===== src/rtl/poscmp_pkg.sv =====
package poscmp_pkg;
  localparam int unsigned NEV     = 4;
  localparam int unsigned EV_ZIDX = 0;
  localparam int unsigned EV_CMP  = 1;
  localparam int unsigned EV_HOME = 2;
  localparam int unsigned EV_WDOG = 3;

  // direction qualifier: pass when ignored or when the sense agrees
  function automatic logic dir_ok(input logic neg, input logic want, input logic ign);
    return ign | ~(neg ^ want);
  endfunction

  // revolution qualifier as a width-independent pre-compared bit
  function automatic logic rev_ok(input logic eq, input logic dis);
    return dis | eq;
  endfunction
endpackage


===== src/rtl/poscmp_match.sv =====
module poscmp_match
  import poscmp_pkg::*;
#(
  parameter int unsigned PH_W = 16,
  parameter int unsigned Z_W  = 16
) (
  input  logic            clk,
  input  logic            rst_n,
  input  logic [PH_W-1:0] phase_cnt,
  input  logic [Z_W-1:0]  z_cnt,
  input  logic            dir_neg,
  input  logic [PH_W-1:0] phase_cmp,
  input  logic [Z_W-1:0]  z_cmp,
  input  logic            z_cmp_dis,
  input  logic            dir_sel,
  input  logic            dir_ignore,
  output logic            cond,
  output logic            hit
);
  logic ph_eq, z_eq, cond_q;

  assign ph_eq = (phase_cnt == phase_cmp);
  assign z_eq  = (z_cnt == z_cmp);
  assign cond  = ph_eq & rev_ok(z_eq, z_cmp_dis) & dir_ok(dir_neg, dir_sel, dir_ignore);

  always_ff @(posedge clk) begin
    if (!rst_n) cond_q <= 1'b0;
    else        cond_q <= cond;
  end

  assign hit = cond & ~cond_q;

  // two consecutive true conditions never produce a second hit
  a_r5_single_hit: assert property (@(posedge clk) disable iff (!rst_n)
    (cond && $past(cond)) |-> !hit);
  // a revolution mismatch without the disable never hits
  a_r3_rev_block: assert property (@(posedge clk) disable iff (!rst_n)
    (!z_cmp_dis && (z_cnt != z_cmp)) |-> !hit);
  // a direction mismatch without the ignore bit never hits
  a_r4_dir_block: assert property (@(posedge clk) disable iff (!rst_n)
    (!dir_ignore && (dir_neg != dir_sel)) |-> !hit);
endmodule


===== src/rtl/poscmp_flags.sv =====
module poscmp_flags
  import poscmp_pkg::*;
(
  input  logic           clk,
  input  logic           rst_n,
  input  logic [NEV-1:0] evt,
  input  logic           clr_wr,
  input  logic [NEV-1:0] clr_mask,
  input  logic [NEV-1:0] irq_en,
  input  logic [NEV-1:0] trg_en,
  output logic [NEV-1:0] flags,
  output logic           irq,
  output logic           trg
);
  logic [NEV-1:0] clr_v;
  assign clr_v = clr_mask & {NEV{clr_wr}};

  for (genvar i = 0; i < NEV; i++) begin : g_bit
    always_ff @(posedge clk) begin
      if (!rst_n)      flags[i] <= 1'b0;
      else if (evt[i]) flags[i] <= 1'b1;
      else if (clr_v[i]) flags[i] <= 1'b0;
    end
  end

  always_ff @(posedge clk) begin
    if (!rst_n) trg <= 1'b0;
    else        trg <= |(evt & trg_en);
  end

  assign irq = |(flags & irq_en);

  // an event always leaves its bit set, clear or not
  a_r7_set_wins: assert property (@(posedge clk) disable iff (!rst_n)
    evt[EV_CMP] |=> flags[EV_CMP]);
  // a clear without a new event empties the bit
  a_r6_clear: assert property (@(posedge clk) disable iff (!rst_n)
    (clr_wr && clr_mask[EV_CMP] && !evt[EV_CMP]) |=> !flags[EV_CMP]);
  // a bit not cleared and not hit holds its value
  a_r6_hold: assert property (@(posedge clk) disable iff (!rst_n)
    (!(clr_wr && clr_mask[EV_CMP]) && !evt[EV_CMP]) |=> $stable(flags[EV_CMP]));
  // a trigger pulse needs an enabled event one cycle before
  a_r9_trg_cause: assert property (@(posedge clk) disable iff (!rst_n)
    trg |-> $past(|(evt & trg_en)));
  // no event pending means no interrupt
  always_comb begin
    if (rst_n && flags == '0) a_r8_quiet: assert (!irq);
  end
endmodule


===== src/rtl/poscmp_unit.sv =====
module poscmp_unit
  import poscmp_pkg::*;
#(
  parameter int unsigned PH_W = 16,
  parameter int unsigned Z_W  = 16
) (
  input  logic            clk,
  input  logic            rst_n,
  input  logic [PH_W-1:0] phase_cnt,
  input  logic [Z_W-1:0]  z_cnt,
  input  logic            dir_neg,
  input  logic [PH_W-1:0] phase_cmp,
  input  logic [Z_W-1:0]  z_cmp,
  input  logic            z_cmp_dis,
  input  logic            dir_sel,
  input  logic            dir_ignore,
  input  logic            wdog_evt,
  input  logic            home_evt,
  input  logic            zidx_evt,
  input  logic            clr_wr,
  input  logic [3:0]      clr_mask,
  input  logic [3:0]      irq_en,
  input  logic [3:0]      trg_en,
  output logic [3:0]      flags,
  output logic            irq,
  output logic            trg
);
  logic           cmp_cond, cmp_hit;
  logic [NEV-1:0] evt_vec;

  poscmp_match #(.PH_W(PH_W), .Z_W(Z_W)) u_match (
    .clk, .rst_n, .phase_cnt, .z_cnt, .dir_neg, .phase_cmp, .z_cmp,
    .z_cmp_dis, .dir_sel, .dir_ignore, .cond(cmp_cond), .hit(cmp_hit)
  );

  always_comb begin
    evt_vec          = '0;
    evt_vec[EV_WDOG] = wdog_evt;
    evt_vec[EV_HOME] = home_evt;
    evt_vec[EV_CMP]  = cmp_hit;
    evt_vec[EV_ZIDX] = zidx_evt;
  end

  poscmp_flags u_flags (
    .clk, .rst_n, .evt(evt_vec), .clr_wr, .clr_mask, .irq_en, .trg_en,
    .flags, .irq, .trg
  );

  // a detected compare event shows up in the register next cycle
  a_r2_hit_sets: assert property (@(posedge clk) disable iff (!rst_n)
    cmp_hit |=> flags[EV_CMP]);
  // the watchdog pulse lands on bit 3
  a_r10_wdog_pos: assert property (@(posedge clk) disable iff (!rst_n)
    wdog_evt |=> flags[EV_WDOG]);
  // bit 1 only rises after a detected match
  a_r2_rise_cause: assert property (@(posedge clk) disable iff (!rst_n)
    $rose(flags[EV_CMP]) |-> $past(cmp_hit));
endmodule


===== config.mk =====
export PLATFORM = sky130hd
export DESIGN_NAME = poscmp_unit
export DESIGN_NICKNAME = d
export VERILOG_FILES = /design/src/rtl/poscmp_pkg.sv /design/src/rtl/poscmp_match.sv /design/src/rtl/poscmp_flags.sv /design/src/rtl/poscmp_unit.sv
export SDC_FILE = /design/constraint.sdc
export NUM_CORES = 1
export LEC_CHECK = 0
export ABC_CLOCK_PERIOD_IN_PS = 2860
export BUFFER_PORTS_ARGS = -buffer_cell sky130_fd_sc_hd__buf_2
export CAP_MARGIN = 15
export CORE_MARGIN = 10
export CORE_UTILIZATION = 31
export CTS_CLUSTER_DIAMETER = 200
export DETAILED_ROUTE_END_ITERATION = 7
export PLACE_DENSITY = 0.88
export SYNTH_ARGS = -nofsm -noshare
export SYNTH_HDL_FRONTEND = slang
export SYNTH_HIERARCHICAL = 1
export SYNTH_SLANG_ARGS = --single-unit

===== constraint.sdc =====
create_clock -name clk -period 2.86 [get_ports clk]
set_input_delay 0.429 -clock clk [delete_from_list [all_inputs] [get_ports clk]]
set_output_delay 0.429 -clock clk [all_outputs]
set_load 0.05 [all_outputs]

[After elaboration in Yosys (flattened, before gate mapping)]
Cells that the tools add are included.
Storage, ports and cells
  latch bits: 0
  memory bits (read-only): 0
  word-level logic and storage cells: 33
  output and inout port bits: 6
  RAM bits: 0
  memories: 0
  input bits: 86
  register bits: 6
Cells by class
  $add $sub $neg: 0
  reduce and logical (&&, ||, !) cells: 6
  multiply operators: 0
  bitwise gates (word level): 11
  equality and inequality tests: 2
  div/mod/pow operators: 0
  magnitude comparators: 0
  muxes and demuxes: 8
  shift-type cells: 0
Operators by type and width (count)
  == test 16 bit: 2
  bitwise AND 4 bit: 3
  2-to-1 mux 1 bit: 8
  nonzero test 2 bit: 4
  OR reduction 4 bit: 2
  bitwise AND 1 bit: 3
  inverter 1 bit: 2
  OR 1 bit: 2
  bitwise XOR 1 bit: 1

[Logic depth before layout (Yosys ltp)]
  depth after elaboration: 7
  depth in mapped cells: 6
  depth with buffers taken out: 6

[Modules after synthesis]
Netlist, hierarchy kept.
By module, submodules not included
  poscmp_match: sequential area each 20.0 sq um, cells an instance 48, area an instance 404.1 sq um, times used 1
  poscmp_flags: sequential area each 100.1 sq um, cells an instance 19, area an instance 201.4 sq um, times used 1

[Worst setup path after synthesis]
No wires, ideal clock.
  path type: input to register
  from: input port z_cmp[4]
  to: register u_flags.trg
  buffers on the path: 0
  arrival: 1.596 ns
  library setup time: 0.076 ns
  stages on the path: 6
  slack: 1.189 ns
  data required time: 2.784 ns
  cells stage by stage: xor2_1 -> nor4_1 -> a41oi_1 -> nor4_1 -> a22oi_1 -> a21boi_0
On the way
  longest elaborated chain between the ends: 7
RTL lines
  from (decl): line poscmp_unit.sv:13  | input logic [Z_W-1:0] z_cmp,
  == test 16 bit: line poscmp_match.sv:23  | assign z_eq = (z_cnt == z_cmp);
  OR 1 bit: line poscmp_pkg.sv:15  | return dis | eq;
  bitwise AND 1 bit (2 in series): line poscmp_match.sv:24  | assign cond = ph_eq & rev_ok(z_eq, z_cmp_dis) & dir_ok(dir_neg, dir_sel, dir_ignore);
  bitwise AND 1 bit: line poscmp_match.sv:31  | assign hit = cond & ~cond_q;
  named net cmp_hit: line poscmp_unit.sv:28  | logic cmp_cond, cmp_hit;
  bitwise AND 4 bit: line poscmp_flags.sv:28  | else trg <= |(evt & trg_en);
  OR reduction 4 bit: line poscmp_flags.sv:28
  to (signal assigned): line poscmp_flags.sv:28
  to (decl): line poscmp_flags.sv:13  | output logic trg
The timed path passes the listed nets, and every way through them passes these cells.
A chain may end at the register's enable or synchronous reset.

[Worst setup path after layout]
  from: input port z_cmp[14]
  to: register u_flags.trg
The elaborated chain is that of the path after synthesis.

==> run metrics <==
post-layout util 62.25%; max_slew headroom 74.99%; commonest cells after routing, fill and taps aside buf_2 (91), xor2_1 (32), nor4_1 (9); Post-Syn Nets 152; all-layer global routing usage 12.56%; initial DRC count 29; wire per inst 14.88 um; run status complete, no violations; first-pass GRT wire length 4209 um; Sw Ratio 31.64%; vias in the first global route 974; row cnt 15; TritonRoute pass-1 iters 2; core area 1783 um^2; Final Critical Period 1.820 ns; most common cell after layout, fill and taps aside buf_2; number of setup buffers added after CTS 0; slowest CP cell nor4_1; DRC violations left 0; highest clock rate 549.4 MHz; Comb pwr share 45.6%; Leakage 0.6045 nW; Critical Path AT 1.97 ns; largest net degree at the start of global routing 7; footprint of the multi-input gates 480.5 um^2; syn_area_per_cell 9.100 um^2; CTS tree built; WS Path Type input pin to register; Setup violations, final 0; root buf cell clkbuf_4; hold_buf cts 0; worst-path cell chain buf_2 > xor2_1 > nor4_1 > a41oi_1 > nor4_1 > a22oi_1 > a21boi_0; Tcrit/Tclk final 63.64%; sequential share of power 29.7%; Via density 4.578; clk_skew 0.0003051 ns; met1 wire length 874 um; Syn-to-layout area delta 84.79%; Antenna Diode Count 0; CTS Sinks 6; Clock Latency Late Sink 0.24 ns; Die H 64.02 um; Worst Max-Slew Pin Slew 0.3717 ns; P per Cell Area 273.2 nW/um^2; Synth Cell Area 600.6 um^2; Finished Layout Cells 185; Port Buffer Count 91; most frequent CP cell nor4_1; Max clock buf depth 2; initial antenna violation count 0; Final GP Congestion 0.8412; Ports 92; RSZ-0062 raised after global routing false; H-tree Lvls 1; met3 WL 247 um; Routed Antenna Nets 0; Max Cap Viol 0; Fin. Hold Viols 0; Die Area 4098 um^2; Peak VDD IR 147.5 uV; die width 64.02 um; cts bufs inserted 3; global route overflow 0; met2 WL 1620 um; Required @ worst endpoint 3.01 ns; Yosys warnings 6; CP Launch Type input pin; Critical Path End Type register; Int Pwr 0.2073 mW; final wirelength 2753 um; Worst-path clk slew 0.04 ns; worst hold slack 0.4200 ns; Filler Cell Count 165; register area 120.1 um^2; placed cells 182; Setup TNS Final 0 ns; Total Power 0.3032 mW; Slew Viols, Final 0; Initial Util 33.68%; dpl hpwl 2613 um; Synth Instances 66; Clk network pwr share 24.7%; CTS resizes 0; Psw 0.09592 mW; crit-path max FO 2; DR top layer met4; Via Count 847; layout cell share with drive strength beyond 1 59.38%; crit-path max cell delay 0.41 ns; final net count 248; hold crit path type input pin to register
[final timing paths]
check | start | to | slack, ns | depth (start not counted)
worst max register to register | u_match/cond_q | u_flags/trg | 1.78 | 3
worst min register to register | u_match/cond_q | u_flags/flags[1] | 0.59 | 2
worst max-delay path | z_cmp[14] | u_flags/trg | 1.04 | 7
worst min-delay path | wdog_evt | u_flags/flags[3] | 0.42 | 2
[area by class of cell]
| class | instances | area share, % |
|---|---|---|
| timing repair buffer | 91 | 41.04 |
| multi-input combinational | 60 | 43.29 |
| clock buffer | 3 | 2.029 |
| sequential | 6 | 10.82 |
| tap | 25 | 2.819 |
[state kept, by name, indices dropped and copies added (netlist names)]
name,count
u_flags/trg,1
u_flags/flags,4
u_match/cond_q,1
[power by group through the flow]
stage	clock network (mW)	registers, mW	logic (mW)
detailed placement	0	0.0915	0.139
global placement	0	0.0913	0.134
finish	0.0748	0.0901	0.138
CTS	0.0779	0.0900	0.139
global route	0.0838	0.0907	0.151
floorplan	0	0.106	0.0474
[metal layers]
metal / track usage [%] / vias up
li1: - / 431
met1: 10.53 / 369
met2: 26.24 / 45
met3: 4.704 / 2
met4: 3.279 / 0
met5: 0 / -
[stage by stage]
stage	setup WS, ns	area, um^2
after floorplan	1.218	600.6
after global placement	0.9558	1087
after detailed placement	0.8544	1087
after CTS	1.104	1110
after global routing	0.9214	1110
final	1.040	1110
[worst max-delay path: cells and delay by family]
kind | cells | cell delay [ns]
XOR/XNOR | 1 | 0.15
buffers and inverters | 1 | 0.11
AND/OR/NAND/NOR | 2 | 0.74
AO/OA/AOI/OAI | 3 | 0.54
Note: power is estimated with default switching activity, not from simulation.
